===== src/rtl/fpas_pkg.sv =====
package fpas_pkg;
  typedef enum logic [2:0] {
    ST_IDLE,
    ST_ZCHK,
    ST_ALIGN,
    ST_ADD,
    ST_NORM,
    ST_DONE
  } fpas_state_e;
endpackage


===== src/rtl/fpas_mant_alu.sv =====
module fpas_mant_alu #(
  parameter int MW = 8
) (
  input  logic [MW-1:0] acc_man,
  input  logic [MW-1:0] opr_man,
  input  logic          acc_sign,
  input  logic          opr_sign,
  output logic          same_sign,
  output logic          carry,
  output logic          sign_flip,
  output logic [MW-1:0] mag
);
  logic [MW:0] sum_w;

  always_comb begin
    same_sign = (acc_sign == opr_sign);
    carry     = 1'b0;
    sign_flip = 1'b0;
    if (same_sign) begin
      sum_w = {1'b0, acc_man} + {1'b0, opr_man};
      carry = sum_w[MW];
      mag   = sum_w[MW-1:0];
    end else begin
      sum_w = {1'b0, acc_man} + {1'b0, ~opr_man} + (MW+1)'(1);
      // no end carry means the accumulator magnitude was the smaller one
      sign_flip = ~sum_w[MW];
      mag = sum_w[MW] ? sum_w[MW-1:0] : (~sum_w[MW-1:0] + MW'(1));
    end
  end

  // a carry and a sign flip never come out of the same add
  always_comb begin
    a_r8_flip_only_on_diff: assert (!(carry && sign_flip));
  end
endmodule


===== src/rtl/fpas_exp_unit.sv =====
module fpas_exp_unit #(
  parameter int EW = 6
) (
  input  logic [EW-1:0] acc_exp,
  input  logic [EW-1:0] opr_exp,
  output logic          acc_lt,
  output logic          acc_gt,
  output logic          acc_at_max,
  output logic          acc_at_zero,
  output logic [EW-1:0] acc_inc,
  output logic [EW-1:0] acc_dec,
  output logic [EW-1:0] opr_inc
);
  localparam logic [EW-1:0] EXP_MAX = '1;

  always_comb begin
    acc_lt      = acc_exp < opr_exp;
    acc_gt      = acc_exp > opr_exp;
    acc_at_max  = acc_exp == EXP_MAX;
    acc_at_zero = acc_exp == '0;
    acc_inc     = acc_exp + EW'(1);
    acc_dec     = acc_exp - EW'(1);
    opr_inc     = opr_exp + EW'(1);
  end
endmodule


===== src/rtl/fp_addsub_seq.sv =====
module fp_addsub_seq
  import fpas_pkg::*;
#(
  parameter int MW = 8,
  parameter int EW = 6
) (
  input  logic          clk,
  input  logic          rst_n,
  input  logic          in_valid,
  output logic          in_ready,
  input  logic          op_sub,
  input  logic          a_sign,
  input  logic [EW-1:0] a_exp,
  input  logic [MW-1:0] a_man,
  input  logic          b_sign,
  input  logic [EW-1:0] b_exp,
  input  logic [MW-1:0] b_man,
  output logic          out_valid,
  input  logic          out_ready,
  output logic          res_sign,
  output logic [EW-1:0] res_exp,
  output logic [MW-1:0] res_man,
  output logic          res_sat
);
  localparam logic [MW-1:0] MAN_ONES = '1;
  localparam int            MSB      = MW - 1;

  fpas_state_e   st;
  logic          acc_sign, opr_sign, sat_q;
  logic [EW-1:0] acc_exp, opr_exp;
  logic [MW-1:0] acc_man, opr_man;

  logic          same_sign, carry, sign_flip;
  logic [MW-1:0] mag;
  logic          acc_lt, acc_gt, acc_at_max, acc_at_zero;
  logic [EW-1:0] acc_inc, acc_dec, opr_inc;

  fpas_mant_alu #(.MW(MW)) u_alu (
    .acc_man  (acc_man),
    .opr_man  (opr_man),
    .acc_sign (acc_sign),
    .opr_sign (opr_sign),
    .same_sign(same_sign),
    .carry    (carry),
    .sign_flip(sign_flip),
    .mag      (mag)
  );

  fpas_exp_unit #(.EW(EW)) u_exp (
    .acc_exp    (acc_exp),
    .opr_exp    (opr_exp),
    .acc_lt     (acc_lt),
    .acc_gt     (acc_gt),
    .acc_at_max (acc_at_max),
    .acc_at_zero(acc_at_zero),
    .acc_inc    (acc_inc),
    .acc_dec    (acc_dec),
    .opr_inc    (opr_inc)
  );

  always_ff @(posedge clk or negedge rst_n) begin
    if (!rst_n) begin
      st       <= ST_IDLE;
      acc_sign <= 1'b0;
      acc_exp  <= '0;
      acc_man  <= '0;
      opr_sign <= 1'b0;
      opr_exp  <= '0;
      opr_man  <= '0;
      sat_q    <= 1'b0;
    end else begin
      unique case (st)
        ST_IDLE: if (in_valid) begin
          acc_sign <= a_sign;
          acc_exp  <= a_exp;
          acc_man  <= a_man;
          opr_sign <= b_sign ^ op_sub;   // subtraction becomes a signed add
          opr_exp  <= b_exp;
          opr_man  <= b_man;
          sat_q    <= 1'b0;
          st       <= ST_ZCHK;
        end
        ST_ZCHK: begin
          if (opr_man == '0) begin
            st <= ST_DONE;
          end else if (acc_man == '0) begin
            acc_sign <= opr_sign;
            acc_exp  <= opr_exp;
            acc_man  <= opr_man;
            st       <= ST_DONE;
          end else begin
            st <= ST_ALIGN;
          end
        end
        ST_ALIGN: begin
          if (acc_lt) begin
            acc_man <= acc_man >> 1;
            acc_exp <= acc_inc;
          end else if (acc_gt) begin
            opr_man <= opr_man >> 1;
            opr_exp <= opr_inc;
          end else begin
            st <= ST_ADD;
          end
        end
        ST_ADD: begin
          if (same_sign && carry) begin
            if (acc_at_max) begin
              acc_man <= MAN_ONES;
              sat_q   <= 1'b1;
            end else begin
              acc_man <= {1'b1, mag[MW-1:1]};
              acc_exp <= acc_inc;
            end
            st <= ST_DONE;
          end else begin
            acc_man <= mag;
            if (sign_flip) acc_sign <= ~acc_sign;
            st <= ST_NORM;
          end
        end
        ST_NORM: begin
          if (acc_man == '0) begin
            acc_sign <= 1'b0;
            acc_exp  <= '0;
            st       <= ST_DONE;
          end else if (acc_man[MSB]) begin
            st <= ST_DONE;
          end else if (acc_at_zero) begin
            sat_q <= 1'b1;
            st    <= ST_DONE;
          end else begin
            acc_man <= acc_man << 1;
            acc_exp <= acc_dec;
          end
        end
        ST_DONE: if (out_ready) st <= ST_IDLE;
        default: st <= ST_IDLE;
      endcase
    end
  end

  assign in_ready  = (st == ST_IDLE);
  assign out_valid = (st == ST_DONE);
  assign res_sign  = acc_sign;
  assign res_exp   = acc_exp;
  assign res_man   = acc_man;
  assign res_sat   = sat_q;

  a_r2_hold_stalled: assert property (@(posedge clk) disable iff (!rst_n)
    (out_valid && !out_ready) |=> (out_valid && $stable(res_man) && $stable(res_exp)
                                   && $stable(res_sign) && $stable(res_sat)));

  a_r2_busy_not_ready: assert property (@(posedge clk) disable iff (!rst_n)
    (in_valid && in_ready) |=> !in_ready);

  a_r6_align_step: assert property (@(posedge clk) disable iff (!rst_n)
    (st == ST_ALIGN && acc_exp < opr_exp) |=> (acc_exp == $past(acc_exp) + EW'(1)));

  a_r9_zero_cleared: assert property (@(posedge clk) disable iff (!rst_n)
    (st == ST_NORM && acc_man == '0) |=> (out_valid && res_exp == '0 && !res_sign));

  a_r10_norm_left: assert property (@(posedge clk) disable iff (!rst_n)
    (st == ST_NORM && acc_man != '0 && !acc_man[MSB] && acc_exp != '0)
      |=> (acc_exp == $past(acc_exp) - EW'(1)));

  a_r11_sat_low_exp: assert property (@(posedge clk) disable iff (!rst_n)
    (st == ST_NORM && acc_man != '0 && !acc_man[MSB] && acc_exp == '0)
      |=> (out_valid && res_sat));
endmodule


===== config.mk =====
export PLATFORM = sky130hd
export DESIGN_NAME = fp_addsub_seq
export DESIGN_NICKNAME = d
export VERILOG_FILES = /design/src/rtl/fpas_pkg.sv /design/src/rtl/fpas_mant_alu.sv /design/src/rtl/fpas_exp_unit.sv /design/src/rtl/fp_addsub_seq.sv
export SDC_FILE = /design/constraint.sdc
export NUM_CORES = 1
export LEC_CHECK = 0
export ABC_AREA = 1
export BUFFER_PORTS_ARGS = -buffer_cell sky130_fd_sc_hd__buf_2
export CORE_MARGIN = 4
export CORE_UTILIZATION = 48
export CTS_CLUSTER_SIZE = 8
export DETAILED_ROUTE_END_ITERATION = 16
export GPL_TIMING_DRIVEN = 1
export PLACE_DENSITY = 0.69
export SETUP_SLACK_MARGIN = 0.05
export SLEW_MARGIN = 20
export SYNTH_ARGS = -nofsm -noshare
export SYNTH_HDL_FRONTEND = slang
export SYNTH_HIERARCHICAL = 1
export SYNTH_SLANG_ARGS = --single-unit

===== constraint.sdc =====
create_clock -name clk -period 6.6 [get_ports clk]
set_input_delay 0.99 -clock clk [delete_from_list [all_inputs] [get_ports clk]]
set_output_delay 0.99 -clock clk [all_outputs]
set_load 0.1 [all_outputs]

==> results of run 1 <==
layer usage:
| metal | GRT usage, % | share of wire, % |
|---|---|---|
| met3 | 3.253 | 7.2 |
| met1 | 33.79 | 44 |
| met2 | 43.54 | 46 |
| met5 | 0 | 0 |
| met4 | 8.896 | 3.1 |
critical path, stage by stage, from the launching register on:
cell	delay [ns]
dfrtp_1	0.49
inv_1	0.08
ha_1	0.18
inv_1	0.11
fa_1	0.45
inv_1	0.09
ha_1	0.17
inv_1	0.06
nor2_1	0.10
nand3_1	0.12
nor2_1	0.12
nand2_1	0.08
nand2_1	0.06
nand2_1	0.05
nand3_1	0.08
nand2_1	0.12
or2_2	0.29
nand3_1	0.11
nand2_1	0.06
inv_1	0.05
nand3_1	0.06
nand3_1	0.08
nand2_1	0.05
synthesized netlist by cell type:
cell type	count	area share (%)
buf_6	4	1.1
o22ai_1	2	0.30
nor3_1	4	0.48
fa_1	2	0.97
mux2_2	1	0.27
nand4_1	25	3.8
a21oi_1	23	2.8
nand2_2	6	0.91
or2_2	1	0.15
o21a_1	2	0.36
nand2_1	223	20
nand2_4	1	0.27
nor2_4	5	1.4
dfrtp_1	34	21
nor2_1	72	6.5
and2_1	1	0.15
o21ai_2	5	1.1
nand3_2	2	0.48
buf_2	6	0.72
inv_1	87	7.9
nand3b_1	2	0.36
o21ai_1	9	1.1
nand3_1	82	9.9
nand3_4	1	0.42
o21bai_1	1	0.18
a221oi_1	1	0.21
buf_4	4	0.72
clkbuf_1	6	0.54
clkinv_1	1	0.091
inv_4	1	0.15
buf_1	1	0.091
a21boi_0	2	0.36
or2_1	1	0.15
nor2_2	6	0.91
inv_2	7	0.63
o21ai_0	23	2.8
xnor2_1	1	0.21
xor2_1	13	2.7
ha_1	27	8.2
state kept, by name, summed over array words and instances (netlist names):
register / flops
st: 3
opr_exp: 6
opr_sign: 1
res_sign: 1
res_sat: 1
res_man: 8
res_exp: 6
opr_man: 8
through the flow:
step | hold WS (ns) | instance area (sq um)
floorplan | 0.5184 | 4143
global placement | 0.5018 | 4403
detailed placement | 0.5061 | 4403
CTS | 0.5194 | 4498
global route | 0.5609 | 4498
finish | 0.5153 | 4498
area by class of cell:
cell class / count / share of cell area [%]
clock buffers: 6 / 1.836
repair buffers: 52 / 5.786
inverters: 96 / 8.067
well taps: 105 / 2.921
flip-flops and latches: 34 / 18.92
multi-input cells: 544 / 62.20
clock inverters: 2 / 0.2782
kinds of logic (layout without fill, tap and decap cells):
family / Yosys count / after routing / share of synthesized area (%)
simple gates: 432 / 432 / 46.06
buf+inv: 117 / 156 / 11.93
compound gates: 68 / 68 / 9.121
flops: 34 / 34 / 20.54
fa+ha+maj: 29 / 29 / 9.121
xor+xnor: 14 / 14 / 2.960
mux: 1 / 1 / 0.2718
worst paths after layout:
path                                              from                endpoint  cells past startpoint
worst max-delay path            res_man[0]$_DFFE_PN0P_  res_man[5]$_DFFE_PN0P_                     22
worst max register to register  res_man[0]$_DFFE_PN0P_  res_man[5]$_DFFE_PN0P_                     22
worst min-delay path               res_sat$_DFFE_PN0P_     res_sat$_DFFE_PN0P_                      2
worst min register to register     res_sat$_DFFE_PN0P_     res_sat$_DFFE_PN0P_                      2
max in group asynchronous                        rst_n  opr_man[5]$_DFFE_PN0P_                      1
min in group asynchronous                        rst_n    res_sign$_DFFE_PN0P_                      1
==> summary.txt, run 1 <==
Clock network
  – Insertion delay to the later sink of the worst-skew pair: 0.29 ns
  – H-tree depth: 2
  – Post-CTS Setup Repair Bufs: 0
  – Cts bufs inserted: 5
  – CTS tree: yes
  – Hold Buf Count CTS: 0
  – Longest Clk Path Bufs: 2
  – Clk sink count: 34
  – Post_cts resized: 0
  – Clk root buf: clkbuf_8
  – Clock slew at reported path FFs: 0.08 ns

GRT
  – Total track usage: 25.76%
  – First-pass GRT wire length: 21,160 microns
  – Grt total ovfl: 0
  – Largest net degree at the start of global routing: 35
  – Vias in the first global route: about 4,300
  – Initial antenna violation count: 0

Die
  – Num rows: 33
  – # IOs: 53
  – Die height: 100.9 microns
  – Initial Utilization: roughly half
  – Die span in x: 100.9 microns
  – Core area: 8299 sq um
  – Area of the die: 10,180 sq um

Logic synthesis
  – Post-Synthesis Cells: 695
  – Mapped Avg Cell Area: 5.961 sq um
  – Syn nets: roughly 760
  – Synth Cell Area: 4143 sq um
  – Synth Register Bits: 34
  – Synth warn: 6
  – Synth cell types: 39
  – Register area share after synthesis: 20.54%

STA
  – Min Tclk post-route: roughly 3.2 ns
  – RSZ-0062 raised after global routing: no
  – Setup TNS: 0 ns
  – Worst slew pin tran: 1.005 ns
  – Endpoints failing hold: 0
  – Tcrit/Tclk final: 47.79%
  – Final setup violation count: 0
  – Max-slew violation count: 0
  – Setup ws final: 3.446 ns
  – Worst slew margin: about a third
  – Peak Freq: 317.1 MHz
  – Final Skew: 0.006030 ns

Drt
  – WL/cell: 15.08 microns
  – Via-to-Cell Ratio: 5.426
  – Drt first pass iters: 5
  – Number of remaining DRC errors: 0
  – Vias: between 4,000 and 5,000
  – Starting DRC count in detailed routing: 426
  – Antenna-violating nets left: 0
  – Final wirelength: 12,660 microns

Cells and area
  – Multi-input logic area: 2798 sq um
  – Layout Utilization: 54.20%
  – Filler-free cell count of the finished design: ~840
  – Register area: 850.8 sq um
  – Most common cell after layout, fill and taps aside: nand2_1
  – Inserted Diodes: 0
  – Commonest non-fill, non-tap cells in the layout: nand2_1 (223), inv_1 (87), nand3_1 (82)
  – Layout cells sized above 1: 13.08%
  – Filler cell count: 855
  – Layout Nets: 797
  – Area growth syn-to-layout: 8.577%

Worst setup path
  – CP Class: reg2reg
  – WP data required: 6.79 ns
  – Critical-path maximum fanout: 7
  – CP arrival: 3.35 ns
  – R2r setup slk: 3.45 ns
  – Setup crit end kind: register
  – CP startpoint kind: register

Place
  – Setup WS pre-CTS: 3.466 ns
  – DP Wirelength: 9682 microns
  – Buffers on Ports: 52
  – DP Cell Count: 831
  – Global placement routability congestion: 0.9936

Run
  – Max Cap Viol: 0

Worst hold path
  – HP Class: reg2reg

Run status
  – Status: finished, final reports clean
Power of run 1 is not shown: default switching activity piles up to over one toggle a cycle in this logic, so the estimate is an artifact.
==> inputs of run 2 (changes only) <==
clock period = 3 ns   (was 6.6 ns; I/O delays follow)
==> run 2 against run 1 <==
Net effect:
- critical path type unchanged
- sequential share of layout area shrank 0.88 points
- sequential cell count stayed put
- largest cell class unchanged
- register-to-register slack worse by 3.3 ns
- clock skew is 0.0037 ns lower
- global-route usage is 0.82 points higher
- critical path depth unchanged
- first-iteration DRC count increased by 14%
==> summary.txt, run 2 (same netlist as run 1, synthesis figures left out) <==
STA
  – Setup ws final: 0.1741 ns
  – Min Tclk post-route: 2.826 ns
  – Setup TNS: 0 ns
  – Worst slew margin: 44.16%
  – Final Skew: roughly 0.0023 ns
  – RSZ-0062 raised after global routing: yes
  – Peak Freq: 353.9 MHz
  – Tcrit/Tclk final: 94.20%
  – Endpoints failing hold: 0
  – Max-slew violation count: 0
  – Worst slew pin tran: 0.8377 ns
  – Final setup violation count: 0

Clock network
  – Clk sink count: 34
  – Cts bufs inserted: 5
  – Clk root buf: clkbuf_8
  – H-tree depth: 2
  – Hold Buf Count CTS: 0
  – Longest Clk Path Bufs: 2
  – Insertion delay to the later sink of the worst-skew pair: approximately 0.29 ns
  – Clock slew at reported path FFs: 0.08 ns
  – CTS tree: yes

Cells and area
  – Filler cell count: 867
  – Register area: 858.3 sq um
  – Most common cell after layout, fill and taps aside: nand2_1
  – Commonest non-fill, non-tap cells in the layout: nand2_1 (221), inv_1 (84), nand3_1 (79)
  – Layout Nets: 822
  – Multi-input logic area: 2848 sq um
  – Layout Utilization: a little under three fifths
  – Post-route cell area: 4758 sq um
  – Layout cells sized above 1: 17.92%
  – Area growth syn-to-layout: 14.86%
  – Inserted Diodes: 0

Die
  – Die height: roughly 100 microns
  – Die span in x: 100.9 microns
  – Area of the die: 10,180 sq um
  – Initial Utilization: between 40% and 50%
  – Num rows: 33
  – Core area: 8299 sq um
  – # IOs: 53

Worst setup path
  – Top delay family on crit path: simple AND/OR/NAND/NOR gates
  – CP startpoint kind: register
  – Delay of the slowest cell on the worst path: approximately 0.5 ns
  – WP data required: about 3.2 ns
  – CP Class: reg2reg
  – Setup crit end kind: register
  – Crit path cell chain: inv_2 -> ha_4 -> inv_2 -> fa_1 -> inv_2 -> ha_4 -> inv_1 -> nor2_2 -> nand3_2 -> nor2_1 -> nand2_1 -> nand2_1 -> nand2_1 -> nand3_1 -> nand2_1 -> or2_4 -> nand3_2 -> nand2_1 -> inv_1 -> nand3_1 -> nand3_1 -> nand2_1
  – R2r setup slk: around 0.17 ns
  – Most used cell, CP: nand2_1
  – Critical R2R Launch: res_man[0]$_DFFE_PN0P_
  – CP arrival: 3.01 ns
  – Critical-path maximum fanout: 3
  – Worst r2r path cells: 22
  – Count of buffer and inverter cells on the critical path: 5
  – Crit Reg-Reg Endpoint: res_man[5]$_DFFE_PN0P_
  – Slowest CP cell: fa_1

Drt
  – WL/cell: 15.51 microns
  – Final wirelength: 13,400 microns
  – Antenna-violating nets left: 0
  – Starting DRC count in detailed routing: 487
  – Vias: 4,711
  – Number of remaining DRC errors: 0
  – Via-to-Cell Ratio: 5.453
  – Drt first pass iters: 5

Place
  – DP Wirelength: between 9000 and 10,000 microns
  – Setup WS pre-CTS: 0.1066 ns
  – Area post-placement: approximately 4600 sq um
  – Buffers on Ports: 52
  – Global placement routability congestion: 0.9396

GRT
  – Largest net degree at the start of global routing: 35
  – Grt total ovfl: 0
  – Vias in the first global route: 4,381
  – First-pass GRT wire length: 21,590 microns
  – Initial antenna violation count: 0
  – Total track usage: about a quarter

Run
  – Max Cap Viol: 0

Run status
  – Status: finished, final reports clean

Worst hold path
  – HP Class: in2async
run 2: routing by layer:
| layer | routed length [microns] | share of wire [%] | up-vias | global-route usage, % |
|---|---|---|---|---|
| li1 | - | - | 2343 | - |
| met1 | 5706 | 43 | 2158 | 35.72 |
| met2 | 6441 | 48 | 185 | 44.81 |
| met3 | 971 | 7.2 | 25 | 3.253 |
| met4 | 278 | 2.1 | 0 | 7.566 |
| met5 | 0 | 0 | - | 0 |
run 2: area by class of cell:
type / instances / share of cell area (%)
inverter: 96 / 7.626
clock buffer: 8 / 2.314
timing repair buffer: 77 / 9.414
sequential: 34 / 18.04
multi-input combinational: 544 / 59.85
tap: 105 / 2.761
run 2: stage by stage:
step | hold WS [ns] | std cells
CTS | 0.2961 | 860
finish | 0.2579 | 864
detailed placement | 0.5150 | 852
global placement | 0.5021 | 852
global route | 0.3240 | 864
floorplan | 0.1544 | 695
run 2: worst max path at each step:
stage                      startpoint                endpoint  depth (start not counted)
3_3_place_gp   res_man[0]$_DFFE_PN0P_  res_man[5]$_DFFE_PN0P_                         22
3_5_place_dp   res_man[0]$_DFFE_PN0P_  res_man[5]$_DFFE_PN0P_                         22
4_1_cts        res_man[0]$_DFFE_PN0P_  res_man[5]$_DFFE_PN0P_                         22
6_report       res_man[0]$_DFFE_PN0P_  res_man[5]$_DFFE_PN0P_                         22
5_1_grt        res_man[0]$_DFFE_PN0P_  res_man[5]$_DFFE_PN0P_                         22
2_1_floorplan  res_man[0]$_DFFE_PN0P_  res_man[5]$_DFFE_PN0P_                         22
run 2: timing repair:
| action | in CTS | in global routing |
|---|---|---|
| resized for setup | 0 | 15 |
| buffers inserted | 0 | 4 |
| endpoints found under the setup margin | 0 | 6 |
| hold endpoints to repair | 0 | 0 |
Power of run 2 is left out for the same reason.
==> inputs of run 3 (changes only) <==
PLACE_DENSITY = 0.72   (was 0.69)
clock period = 2.5 ns   (was 3 ns; I/O delays follow)
==> run 3 against run 2 <==
Net effect:
- the run now ends with setup timing left
- setup slack lost 0.30 ns
- register-to-register slack got worse by 0.30 ns
- global-route usage rose by 0.42 points
- hold slack got worse by 0.098 ns
- critical path depth down 1
- via count rose by 4.7%
- critical path type unchanged
- critical endpoint unchanged
- highest routed layer unchanged
==> summary.txt, run 3 (same netlist as run 1, synthesis figures left out) <==
Run status
  – Status: complete, but fails checks
  – Failing checks: setup timing

STA
  – Setup ws final: -0.1306 ns
  – Worst hold slack: 0.1602 ns
  – Min Tclk post-route: between 2 and 3 ns
  – Worst slew pin tran: about 0.81 ns
  – Worst slew margin: 46.23%
  – Max-slew violation count: 0
  – RSZ-0062 raised after global routing: yes
  – Final setup violation count: 6
  – Tcrit/Tclk final: 105.2%
  – Endpoints failing hold: 0
  – Final Skew: 0.006439 ns
  – Peak Freq: 380.1 MHz

Worst setup path
  – CP Class: reg2reg
  – Critical R2R Launch: res_man[0]$_DFFE_PN0P_
  – WP data required: ~2.7 ns
  – Critical-path maximum fanout: 2
  – CP arrival: 2.82 ns
  – Crit Reg-Reg Endpoint: res_man[5]$_DFFE_PN0P_
  – Worst r2r path cells: 21
  – R2r setup slk: -0.13 ns
  – Setup crit end kind: register
  – CP startpoint kind: register

Drt
  – Number of remaining DRC errors: 0
  – Drt first pass iters: 6
  – Via-to-Cell Ratio: 5.480
  – Antenna-violating nets left: 0
  – Final wirelength: 13,440 microns
  – Vias: 4,932
  – Starting DRC count in detailed routing: 438
  – WL/cell: 14.93 microns

Clock network
  – Clk root buf: clkbuf_8
  – H-tree depth: 2
  – Cts bufs inserted: 5
  – Longest Clk Path Bufs: 2
  – CTS tree: yes
  – Clk sink count: 34
  – Clock slew at reported path FFs: 0.08 ns
  – Insertion delay to the later sink of the worst-skew pair: 0.30 ns
  – Hold Buf Count CTS: 0

Cells and area
  – Commonest non-fill, non-tap cells in the layout: nand2_1 (216), inv_1 (80), nand3_1 (79)
  – Area growth syn-to-layout: 24.13%
  – Post-route cell area: about 5000 sq um
  – Layout cells sized above 1: between 20% and 30%
  – Layout Nets: 858
  – Inserted Diodes: 0
  – Most common cell after layout, fill and taps aside: nand2_1

Die
  – Die span in x: 100.9 microns
  – # IOs: 53
  – Area of the die: 10,180 sq um
  – Num rows: 33
  – Core area: slightly above 8000 sq um
  – Die height: between 100 and 150 microns
  – Initial Utilization: about half

Place
  – Area post-placement: 4893 sq um
  – Buffers on Ports: 52
  – Global placement routability congestion: 0.9544
  – Setup WS pre-CTS: -0.1826 ns
  – DP Wirelength: 10,380 microns

GRT
  – Grt total ovfl: 0
  – Total track usage: 27.00%
  – Initial antenna violation count: 0
  – First-pass GRT wire length: 22,160 microns
  – Largest net degree at the start of global routing: 35
  – Vias in the first global route: 4,611

Worst hold path
  – HP Class: in2async

Run
  – Max Cap Viol: 0
## run 3: what timing repair did
action                     CTS  global route
gates resized for setup      7            22
setup buffers                3             6
gates cloned                 0             0
setup endpoints to repair   17            30
pin swaps                   15            22
## run 3: layer usage
| metal | GRT usage [%] | wire length, microns | share of wire (%) | up-vias |
|---|---|---|---|---|
| met5 | 0 | 0 | 0 | - |
| met4 | 7.260 | 161 | 1.2 | 0 |
| met3 | 4.083 | 1111 | 8.3 | 22 |
| met2 | 42.89 | 6198 | 46 | 214 |
| met1 | 38.18 | 5965 | 44 | 2281 |
| li1 | - | - | - | 2415 |
## run 3: worst max-delay path by stage
stage,from,endpoint,slack (ns),cells after the start
after floorplan,res_man[0]$_DFFE_PN0P_,res_man[5]$_DFFE_PN0P_,-0.29,21
after global placement,res_man[0]$_DFFE_PN0P_,res_man[5]$_DFFE_PN0P_,-0.15,22
after detailed placement,res_man[0]$_DFFE_PN0P_,res_man[5]$_DFFE_PN0P_,-0.18,22
after CTS,res_man[0]$_DFFE_PN0P_,res_man[5]$_DFFE_PN0P_,-0.13,21
after global routing,res_man[0]$_DFFE_PN0P_,res_man[5]$_DFFE_PN0P_,-0.37,22
final,res_man[0]$_DFFE_PN0P_,res_man[5]$_DFFE_PN0P_,-0.13,21
## run 3: worst max-delay path, stage by stage (launching register included)
cell and delay (ns):
dfrtp_4 0.49, inv_4 0.06, ha_4 0.11, inv_2 0.03
fa_2 0.53, inv_2 0.05, ha_4 0.15, inv_2 0.05
nor2_1 0.04, nand3_1 0.08, nor2_1 0.05, nand2_1 0.07
nand3b_1 0.07, nand3_1 0.09, nand2_1 0.07, or2_4 0.23
nand3_2 0.06, nand2_1 0.04, inv_1 0.04, nand3_1 0.06
nand3_1 0.08, nand2_1 0.05
## run 3: layout make-up
type | instances | area [sq um]
Clock inverter | 1 | 5.005
Tap cell | 105 | 131.4
Timing Repair Buffer | 113 | 725.7
Multi-Input combinational cell | 544 | 2949
Clock buffer | 7 | 86.33
Fill cell | 804 | 3157
Sequential cell | 34 | 877.1
Inverter | 96 | 367.9
## run 3: stage by stage
step,setup TNS (ns),utilization [%],instances
global placement,-0.3030,58.96,884
global route,-2.533,61.96,900
finish,-0.4270,61.96,900
CTS,-0.4071,60.65,895
detailed placement,-0.7341,58.96,884
floorplan,-0.5594,-,695
Power of run 3 is left out for the same reason.
